File: src/rtl/vbc_pkg.sv
package vbc_pkg;
    typedef enum logic [1:0] {
        ST_IDLE   = 2'd0,
        ST_CORE   = 2'd1,
        ST_BAND   = 2'd2,
        ST_FINISH = 2'd3
    } cal_state_t;
endpackage

File: src/rtl/vbc_trigger.sv
module vbc_trigger (
    input  logic clk,
    input  logic rst_n,
    input  logic enable,
    input  logic relock_wr,
    input  logic accept,
    output logic start_req,
    output logic relock_bit
);
    logic en_q;

    always_ff @(posedge clk or negedge rst_n) begin
        if (!rst_n) begin
            en_q       <= 1'b0;
            relock_bit <= 1'b0;
        end else begin
            en_q <= enable;
            // A new write wins over a simultaneous acceptance, so the request is not lost.
            if (relock_wr)
                relock_bit <= 1'b1;
            else if (accept)
                relock_bit <= 1'b0;
        end
    end

    assign start_req = (enable & ~en_q) | relock_bit;
endmodule

File: src/rtl/vbc_window_meas.sv
module vbc_window_meas #(
    parameter int WIN_CYCLES = 32,
    parameter int INC_W      = 8,
    parameter int CNT_W      = 14
) (
    input  logic             clk,
    input  logic             rst_n,
    input  logic             start,
    input  logic [INC_W-1:0] osc_inc,
    output logic [CNT_W-1:0] count,
    output logic             valid
);
    localparam int LEFT_W = $clog2(WIN_CYCLES + 1);

    logic [LEFT_W-1:0] left_q;
    logic              act_q;

    always_ff @(posedge clk or negedge rst_n) begin
        if (!rst_n) begin
            count  <= '0;
            left_q <= '0;
            act_q  <= 1'b0;
            valid  <= 1'b0;
        end else begin
            valid <= 1'b0;
            if (start) begin
                count  <= '0;
                left_q <= LEFT_W'(WIN_CYCLES);
                act_q  <= 1'b1;
            end else if (act_q) begin
                count  <= count + CNT_W'(osc_inc);
                left_q <= left_q - 1'b1;
                if (left_q == LEFT_W'(1)) begin
                    act_q <= 1'b0;
                    valid <= 1'b1;
                end
            end
        end
    end
endmodule

File: src/rtl/vbc_core_pick.sv
module vbc_core_pick #(
    parameter int CORE_W = 2,
    parameter int CNT_W  = 14
) (
    input  logic              clk,
    input  logic              rst_n,
    input  logic              load,
    input  logic [CORE_W-1:0] idx,
    input  logic [CNT_W-1:0]  count,
    input  logic [CNT_W-1:0]  target,
    output logic [CORE_W-1:0] best_next
);
    logic [CORE_W-1:0] best_q;
    logic [CNT_W-1:0]  best_diff_q;
    logic [CNT_W-1:0]  diff;
    logic              better;

    always_comb begin
        diff      = (count >= target) ? (count - target) : (target - count);
        // Core 0 always seeds the survey; later cores need a strictly smaller error.
        better    = (idx == '0) || (diff < best_diff_q);
        best_next = (load && better) ? idx : best_q;
    end

    always_ff @(posedge clk or negedge rst_n) begin
        if (!rst_n) begin
            best_q      <= '0;
            best_diff_q <= '0;
        end else if (load && better) begin
            best_q      <= idx;
            best_diff_q <= diff;
        end
    end
endmodule

File: src/rtl/vco_band_cal.sv
module vco_band_cal #(
    parameter  int NUM_CORES  = 3,
    parameter  int BAND_W     = 7,
    parameter  int WIN_CYCLES = 32,
    parameter  int INC_W      = 8,
    localparam int CNT_W      = INC_W + $clog2(WIN_CYCLES + 1),
    localparam int CORE_W     = $clog2(NUM_CORES)
) (
    input  logic              clk,
    input  logic              rst_n,
    input  logic              enable,
    input  logic              relock_wr,
    input  logic              mode,
    input  logic [CNT_W-1:0]  bank0_target,
    input  logic [CNT_W-1:0]  bank1_target,
    input  logic [INC_W-1:0]  osc_inc,
    output logic [CORE_W-1:0] core_sel,
    output logic [BAND_W-1:0] band_sel,
    output logic              busy,
    output logic              done,
    output logic              lock_en,
    output logic [BAND_W-1:0] rb_band,
    output logic              rb_fail,
    output logic [CORE_W-1:0] rb_core,
    output logic              rb_relock
);
    import vbc_pkg::*;

    localparam logic [BAND_W-1:0] MID_BAND  = BAND_W'(1) << (BAND_W - 1);
    localparam logic [BAND_W-1:0] MAX_BAND  = '1;
    localparam logic [CORE_W-1:0] LAST_CORE = CORE_W'(NUM_CORES - 1);

    cal_state_t        state_q, state_d;
    logic [BAND_W-1:0] band_q, bit_q;
    logic [CORE_W-1:0] core_q;
    logic [CNT_W-1:0]  target_q;
    logic              meas_start_q;
    logic              lock_q;
    logic              start_req, accept;
    logic [CNT_W-1:0]  meas_count;
    logic              meas_valid;
    logic [CORE_W-1:0] best_next;
    logic              keep;
    logic [BAND_W-1:0] resolved;

    vbc_trigger u_trigger (
        .clk        (clk),
        .rst_n      (rst_n),
        .enable     (enable),
        .relock_wr  (relock_wr),
        .accept     (accept),
        .start_req  (start_req),
        .relock_bit (rb_relock)
    );

    vbc_window_meas #(
        .WIN_CYCLES (WIN_CYCLES),
        .INC_W      (INC_W),
        .CNT_W      (CNT_W)
    ) u_meas (
        .clk     (clk),
        .rst_n   (rst_n),
        .start   (meas_start_q),
        .osc_inc (osc_inc),
        .count   (meas_count),
        .valid   (meas_valid)
    );

    vbc_core_pick #(
        .CORE_W (CORE_W),
        .CNT_W  (CNT_W)
    ) u_pick (
        .clk       (clk),
        .rst_n     (rst_n),
        .load      (state_q == ST_CORE && meas_valid),
        .idx       (core_q),
        .count     (meas_count),
        .target    (target_q),
        .best_next (best_next)
    );

    // State register
    always_ff @(posedge clk or negedge rst_n) begin
        if (!rst_n) state_q <= ST_IDLE;
        else        state_q <= state_d;
    end

    // Next state
    always_comb begin
        state_d = state_q;
        unique case (state_q)
            ST_IDLE:   if (start_req) state_d = ST_CORE;
            ST_CORE:   if (meas_valid && core_q == LAST_CORE) state_d = ST_BAND;
            ST_BAND:   if (meas_valid && bit_q[0]) state_d = ST_FINISH;
            ST_FINISH: state_d = ST_IDLE;
            default:   state_d = ST_IDLE;
        endcase
    end

    // Outputs
    always_comb begin
        busy     = (state_q != ST_IDLE);
        done     = (state_q == ST_FINISH);
        accept   = (state_q == ST_IDLE) && start_req;
        lock_en  = lock_q;
        core_sel = core_q;
        band_sel = band_q;
        keep     = (meas_count > target_q);
        resolved = keep ? band_q : (band_q & ~bit_q);
    end

    // Trial sequencing and readback
    always_ff @(posedge clk or negedge rst_n) begin
        if (!rst_n) begin
            band_q       <= '0;
            bit_q        <= '0;
            core_q       <= '0;
            target_q     <= '0;
            meas_start_q <= 1'b0;
            lock_q       <= 1'b0;
            rb_band      <= '0;
            rb_fail      <= 1'b0;
            rb_core      <= '0;
        end else begin
            meas_start_q <= 1'b0;
            unique case (state_q)
                ST_IDLE: begin
                    if (start_req) begin
                        target_q     <= mode ? bank1_target : bank0_target;
                        core_q       <= '0;
                        band_q       <= MID_BAND;
                        meas_start_q <= 1'b1;
                        lock_q       <= 1'b0;
                    end
                end
                ST_CORE: begin
                    if (meas_valid) begin
                        if (core_q != LAST_CORE) begin
                            core_q <= core_q + 1'b1;
                        end else begin
                            core_q <= best_next;
                            bit_q  <= MID_BAND;
                        end
                        band_q       <= MID_BAND;
                        meas_start_q <= 1'b1;
                    end
                end
                ST_BAND: begin
                    if (meas_valid) begin
                        if (bit_q[0]) begin
                            band_q  <= resolved;
                            rb_band <= resolved;
                            rb_core <= core_q;
                            rb_fail <= (resolved == '0) || (resolved == MAX_BAND);
                        end else begin
                            bit_q        <= bit_q >> 1;
                            band_q       <= resolved | (bit_q >> 1);
                            meas_start_q <= 1'b1;
                        end
                    end
                end
                ST_FINISH: lock_q <= 1'b1;
                default: ;
            endcase
        end
    end
endmodule

File: config.mk
export PLATFORM = sky130hd
export DESIGN_NAME = vco_band_cal
export DESIGN_NICKNAME = d
export VERILOG_FILES = /design/src/rtl/vbc_pkg.sv /design/src/rtl/vbc_trigger.sv /design/src/rtl/vbc_window_meas.sv /design/src/rtl/vbc_core_pick.sv /design/src/rtl/vco_band_cal.sv
export SDC_FILE = /design/constraint.sdc
export NUM_CORES = 1
export LEC_CHECK = 0
export ABC_AREA = 1
export BUFFER_PORTS_ARGS = -buffer_cell sky130_fd_sc_hd__clkbuf_2
export CORE_MARGIN = 5
export CORE_UTILIZATION = 54
export DETAILED_ROUTE_END_ITERATION = 7
export PLACE_DENSITY_LB_ADDON = 0.08
export SLEW_MARGIN = 20
export SYNTH_ARGS = -nofsm -noshare
export SYNTH_HDL_FRONTEND = slang
export SYNTH_SLANG_ARGS = --single-unit
File: constraint.sdc
create_clock -name clk -period 2.85 [get_ports clk]
set_input_delay 0.57 -clock clk [delete_from_list [all_inputs] [get_ports clk]]
set_output_delay 0.57 -clock clk [all_outputs]
set_load 0.05 [all_outputs]
# After elaboration in Yosys (flattened, before gate mapping)

Cells that the tools add are included.

Logic and storage cells: 113
Output and inout port bits: 23
Flip-flop bits (word level): 84

Reductions and logical operators: 25
Eq/ne operators: 14
Bitwise operators: 6
Mux-type cells: 41
Magnitude comparators: 3
Add/subtract/negate cells: 5

Operators by type and width:

| kind                                                            | number |
|---|---|
| 7-bit 2-to-1 mux                                                | 9 |
| 14-bit 2-to-1 mux                                               | 4 |
| 14-bit subtractor                                               | 2 |
| 7-bit case mux with 3 select lines                              | 1 |
| 14-bit by 8-bit adder with 14-bit output                        | 1 |
| 14-bit greater-or-equal comparator                              | 1 |
| 14-bit > comparator                                             | 1 |
| 14-bit less-than comparator                                     | 1 |
| 2-bit 2-to-1 mux                                                | 7 |
| 7-bit case mux with 2 select lines                              | 1 |
| 1-bit 2-to-1 mux                                                | 13 |
| 6-bit 2-to-1 mux                                                | 2 |
| 2-bit nonzero test                                              | 6 |
| 2-bit != test, second input constant                            | 5 |
| 3-bit AND reduction                                             | 3 |
| 2-bit case mux with 4 select lines                              | 1 |
| 4-bit AND reduction                                             | 2 |
| 7-bit AND                                                       | 1 |
| 7-bit == test, second input constant                            | 1 |
| 7-bit zero test                                                 | 1 |
| 7-bit inverter                                                  | 1 |
| 7-bit by 6-bit OR with 7-bit output                             | 1 |
| 2-bit == test, second input constant                            | 3 |
| 6-bit by 1-bit == test with 1-bit output, second input constant | 1 |
| 16 further kinds                                                | 25 |

# Logic depth before layout (Yosys ltp)

Depth after elaboration: 9
Gate-level depth with buffers: 28
Mapped depth without buffers: 27

# Hierarchy

A second synthesis with hierarchy kept.

Cells, all modules: 994
Area, all modules: 6,852.8 sq um

By module, submodules not included:

| module          | area each (sq um) | seq. area each (sq um) | cells each | times used |
|---|---|---|---|---|
| vbc_core_pick   | 2,787.7           | 400.4                  | 471        | 1 |
| vco_band_cal    | 2,544.9           | 1,101.1                | 325        | 1 |
| vbc_window_meas | 1,440.1           | 550.5                  | 188        | 1 |
| vbc_trigger     | 80.1              | 50.0                   | 10         | 1 |

# Worst setup path before layout

No wires, ideal clock.

Path type: reg-to-reg
Start point: register target_q[0]
End point: register u_pick.best_diff_q[10]
Cell stages (with the launch flop): 24
Data arrival time: 3.034 ns
Period minus slack after synthesis: 3.169 ns
Required time: 2.715 ns
Path buffers: 1
Slack: -0.319 ns
Setup time: 0.135 ns
Cells stage by stage: dfrtp_1 -> inv_1 -> ha_1 -> inv_1 -> fa_1 -> nand3_1 -> nand2_1 -> a21oi_1 -> nor2_1 -> nor2_1 -> xor2_1 -> nand2_1 -> and2_1 -> ha_1 -> nand2_1 -> inv_1 -> nand2_1 -> a31oi_1 -> nor2_1 -> nand2_1 -> nand2_1 -> nand2_1 -> clkbuf_1 -> o21ai_0

Word-level cells in the longest chain between the ends: 5
Elaborated cells on any way between the ends: 7
Classes of those cells: add/sub (2); order compare (2); mux (1); reduce/logical (2)

RTL lines:

| what                                                                           | RTL line            | RTL |
|---|---|---|
| start, declared                                                                | vco_band_cal.sv:36  | `logic [CNT_W-1:0] target_q;` |
| start signal, assigned                                                         | vco_band_cal.sv:129 | `target_q <= mode ? bank1_target : bank0_target;` |
| 14-bit subtractor / 14-bit greater-or-equal comparator (equally long branches) | vbc_core_pick.sv:19 | `diff = (count >= target) ? (count - target) : (target - count);` |
| 14-bit 2-to-1 mux *                                                            | vbc_core_pick.sv:19 |  |
| via u_pick.diff[8]                                                             | vbc_core_pick.sv:15 | `logic [CNT_W-1:0] diff;` |
| 14-bit less-than comparator *                                                  | vbc_core_pick.sv:21 | `better = (idx == '0) \|\| (diff < best_diff_q);` |
| 1-bit logical OR *                                                             | vbc_core_pick.sv:21 |  |
| 1-bit logical AND *                                                            | vbc_core_pick.sv:29 | `end else if (load && better) begin` |
| end signal, assigned                                                           | vbc_core_pick.sv:31 | `best_diff_q <= diff;` |
| end, declared                                                                  | vbc_core_pick.sv:14 | `logic [CNT_W-1:0] best_diff_q;` |

Mark *: on every way through the listed nets, which the timed path passes. The rest lies on a longest branch.
A chain may end at the register's enable or synchronous reset.

# Worst setup path after layout

Start point: register u_meas.count[0]
End point: register core_q[1], in the netlist core_sel[1]

Word-level cells in the longest chain between the ends: 9
Elaborated cells on any way between the ends: 11
Classes of those cells: add/sub (2); order compare (2); mux (5); reduce/logical (2)

RTL lines:

| what                                                                           | RTL line              | RTL |
|---|---|---|
| start, declared                                                                | vbc_window_meas.sv:10 | `output logic [CNT_W-1:0] count,` |
| start signal, assigned                                                         | vbc_window_meas.sv:31 | `count <= count + CNT_W'(osc_inc);` |
| 14-bit subtractor / 14-bit greater-or-equal comparator (equally long branches) | vbc_core_pick.sv:19   |  |
| 14-bit 2-to-1 mux *                                                            | vbc_core_pick.sv:19   |  |
| via u_pick.diff[10]                                                            | vbc_core_pick.sv:15   |  |
| 14-bit less-than comparator *                                                  | vbc_core_pick.sv:21   |  |
| 1-bit logical OR *                                                             | vbc_core_pick.sv:21   |  |
| 1-bit logical AND *                                                            | vbc_core_pick.sv:22   | `best_next = (load && better) ? idx : best_q;` |
| 2-bit 2-to-1 mux * (3 in series)                                               | -                     |  |
| 2-bit case mux with 2 select lines *                                           | -                     |  |
| end signal, assigned                                                           | vco_band_cal.sv:139   | `core_q <= core_q + 1'b1;` |
| end signal, assigned                                                           | vco_band_cal.sv:141   | `core_q <= best_next;` |
| end, declared                                                                  | vco_band_cal.sv:35    | `logic [CORE_W-1:0] core_q;` |

Mark *: on every way through the listed nets, which the timed path passes. The rest lies on a longest branch. The select of a mux whose other input is x is not followed.

==> impl_metrics.toml <==
[status]
status = "finished with violations"
violations = "setup timing"

[route]
ant_nets = 0
first_iter_violations = 415
wl_mm = 16.4
dr_total_vias = 5960
routedWlPerCell_um = 14.1
drc = 0
dr.pass1.iters = 5
routed_via_density = 5.14

[worst_setup_path]
r2r_end = "core_sel[1]"
crit_start = "u_meas.count[0]"
crit_type = "flip-flop to flip-flop"
r2r_start = "u_meas.count[0]"
slowest_delay_ns = 0.42
end_kind = "flip-flop"
required_ns = 3.13
reg2reg_slack_ns = -0.48
critPathLaunchType = "flip-flop"
crit_path_frequent_cell = "nand2_1"
arrival_ns = 3.60
crit_end = "core_sel[1]"
path_max_fanout = 7
slowest_stage = "dfrtp_1"
r2r.worst_path.cells = 26

[synth]
synthSimpleGateAreaFrac = 0.226
synth-compound-area-share = 0.162
synth-adder-area-share = 0.124
yosys.area_share.xor_xnor = 0.0320
synth-seq-cells = 84
synth_area_leaders = "dfrtp_1 (35%), nand2_1 (13%), ha_1 (11%)"
avgSynthCellArea_um2 = 7.33
ys_types = 41
synthesis.nets = 919
synthDominantCellAreaShare = 0.349
synthTopCellsByCount = "nand2_1 (202), inv_1 (140), dfrtp_1 (84)"
synthMuxAreaShare = 0.00166
yosysSeqAreaShare = 0.349
syn_inst = 820
synth.largest_area_cell = "dfrtp_1"
synth_most_common_cell = "nand2_1"
synth_top_flop_cell = "dfrtp_1"
synth_top_family_by_area = "simple AND/OR/NAND/NOR gates"
synth-edff-count = 0
async_flop_share = 1.00
netlist_area_mm2 = 0.00601
yosysWarnings = 0

[layout]
finalNonFillerCells = 1159
nNetsFinal = 1113
seqCellArea_mm2 = 0.00210
num-fill-cells = 873
area_growth_pct = 33.9
multiInputGateArea_mm2 = 0.00361
post-route-util = 0.739
antennaDiodeCount = 0
drive_gt1_frac = 0.297

[worst_hold_path]
hold_class = "input port to asynchronous set/reset pin"

[grt]
use_met2 = 0.414
grt_start_max_net_pins = 85
met1_usage = 0.332
overflow = 0
grt_pass1_wl_mm = 26.6
grt_busiest_layer = "met2"
use_met3 = 0.0366
grt.total_usage = 0.249
antenna_found_initial = 0
grt_pass1_vias = 5856

[power_and_ir_drop]
leakagePower_uw = 0.00424
peakVddDrop_v = 0.00107
power.density_mw_per_mm2 = 1470

[cts]
clk_path_buf_depth = 2
cts_tree = "yes"
cts.htree.levels = 3
clk_pin_slew_ns = 0.10
clkSinkCount = 84
cts_root_buf = "clkbuf_8"
clock_latency_ns = 0.39
numCtsBuffers = 9

[timing]
whs_ns = 0.203
grt_setup_unrepaired = "yes"
maxSlewHeadroom = 0.590
hold_viol_final = 0
drv_slew = 0
skew_ns = 0.0199
max_freq_ghz = 0.301
setup_slack_ns = -0.477
worst_pin_slew_ns = 0.612
finalCritPeriodShare = 1.17
setup_viol_count_final = 18
final.min_clock_period_ns = 3.33

[placement]
hpwl_mm = 12.4
io_buffers = 63
place_congestion = 0.896
dp_cells = 1125
dpl_worst_slack_ns = -0.694

[die]
start_util = 0.552
io_pins = 64
row_count = 38
die_h_um = 116
die_w_um = 116
design.core.area_mm2 = 0.0109
die_area_mm2 = 0.0133

[flow_run]
cap_violations = 0
[how the worst min path moves through the flow]
stage                             end  slack (ns)  depth (start not counted)
2_1_floorplan             band_sel[0]        0.27                          0
5_1_grt        u_pick.best_diff_q[12]        0.25                          2
3_3_place_gp         u_meas.left_q[3]        0.45                          1
6_report        u_pick.best_diff_q[1]        0.20                          2
3_5_place_dp                  lock_en        0.47                          2
4_1_cts         u_pick.best_diff_q[1]        0.21                          2
[registers in the layout, summed over array words and instances, names as in the netlist]
name,count
bit_q,7
rb_core,2
u_meas.valid,1
u_meas.act_q,1
band_sel,7
rb_band,7
u_pick.best_diff_q,14
u_trigger.relock_bit,1
lock_en,1
target_q,14
core_sel,2
rb_fail,1
meas_start_q,1
u_pick.best_q,2
state_q,2
u_meas.left_q,6
u_trigger.en_q,1
u_meas.count,14
[worst max-delay path: cells and delay by family (launching register included)]
family,cells,cell delay [ns]
buf+inv,6,0.57
compound gates,1,0.15
fa+ha+maj,3,0.76
simple gates,16,1.32
flops,1,0.42
[where the power goes]
part / total (uW) / internal [uW] / switching (uW) / leakage, uW
combinational: 9040 / 4240 / 4800 / 0.00304
sequential: 1820 / 1560 / 259 / 0.00109
clock: 950 / 480 / 470 / 0.000105
[logic make-up (layout without fill, tap and decap cells)]
kind of cell	count (synthesis)	after routing
flops	84	84
simple gates	319	319
fa+ha+maj	58	58
buf+inv	162	361
mux	1	1
compound gates	174	174
xor+xnor	22	22
[metal layers]
layer | part of all wire | vias to the layer above
li1 | - | 3024
met1 | 0.46 | 2779
met2 | 0.48 | 137
met3 | 0.047 | 20
met4 | 0.017 | 0
met5 | 0 | -
[timing repair]
action | CTS | global route
gates resized for setup | 20 | 58
gates cloned | 1 | 1
pin swaps | 8 | 26
setup endpoints to repair | 18 | 18
hold buffers | 0 | 0
setup buffers | 7 | 9
[layout by cell type, fill, tap and decap left out, drive strengths merged]
cell type / count
nand2: 211
xnor2: 7
nand3: 32
inv: 146
buf: 136
o21bai: 4
nor2: 57
o31ai: 1
a21oi: 52
nand4: 3
and2: 1
o21a: 3
a21o: 4
dfrtp: 84
ha: 55
fa: 3
clkinv: 2
xor2: 15
o22ai: 16
o221ai: 1
or2: 1
o211ai: 16
clkbuf: 74
mux2i: 1
o21ai: 74
a31oi: 2
nor3: 10
nand3b: 1
clkinvlp: 2
nor4: 3
bufinv: 1
a21boi: 1
[metrics by stage]
step	power [uW]	setup TNS, ns	cell area [um2]
final	11800	-7.80	8050
after global placement	9280	-10.76	7390
after CTS	10700	-6.93	7740
after detailed placement	9470	-11.09	7390
after global routing	12900	-11.42	8050
after floorplan	6360	-1.31	6100
[cell type report]
class	count	share of cell area
multi-input cells	574	0.449
flip-flops and latches	84	0.261
repair buffers	198	0.170
inverters	145	0.0695
well taps	140	0.0218
clock buffers	12	0.0205
clock inverters	4	0.00668
repair inverters	2	0.00140
Power figures use the tool's default switching activity.
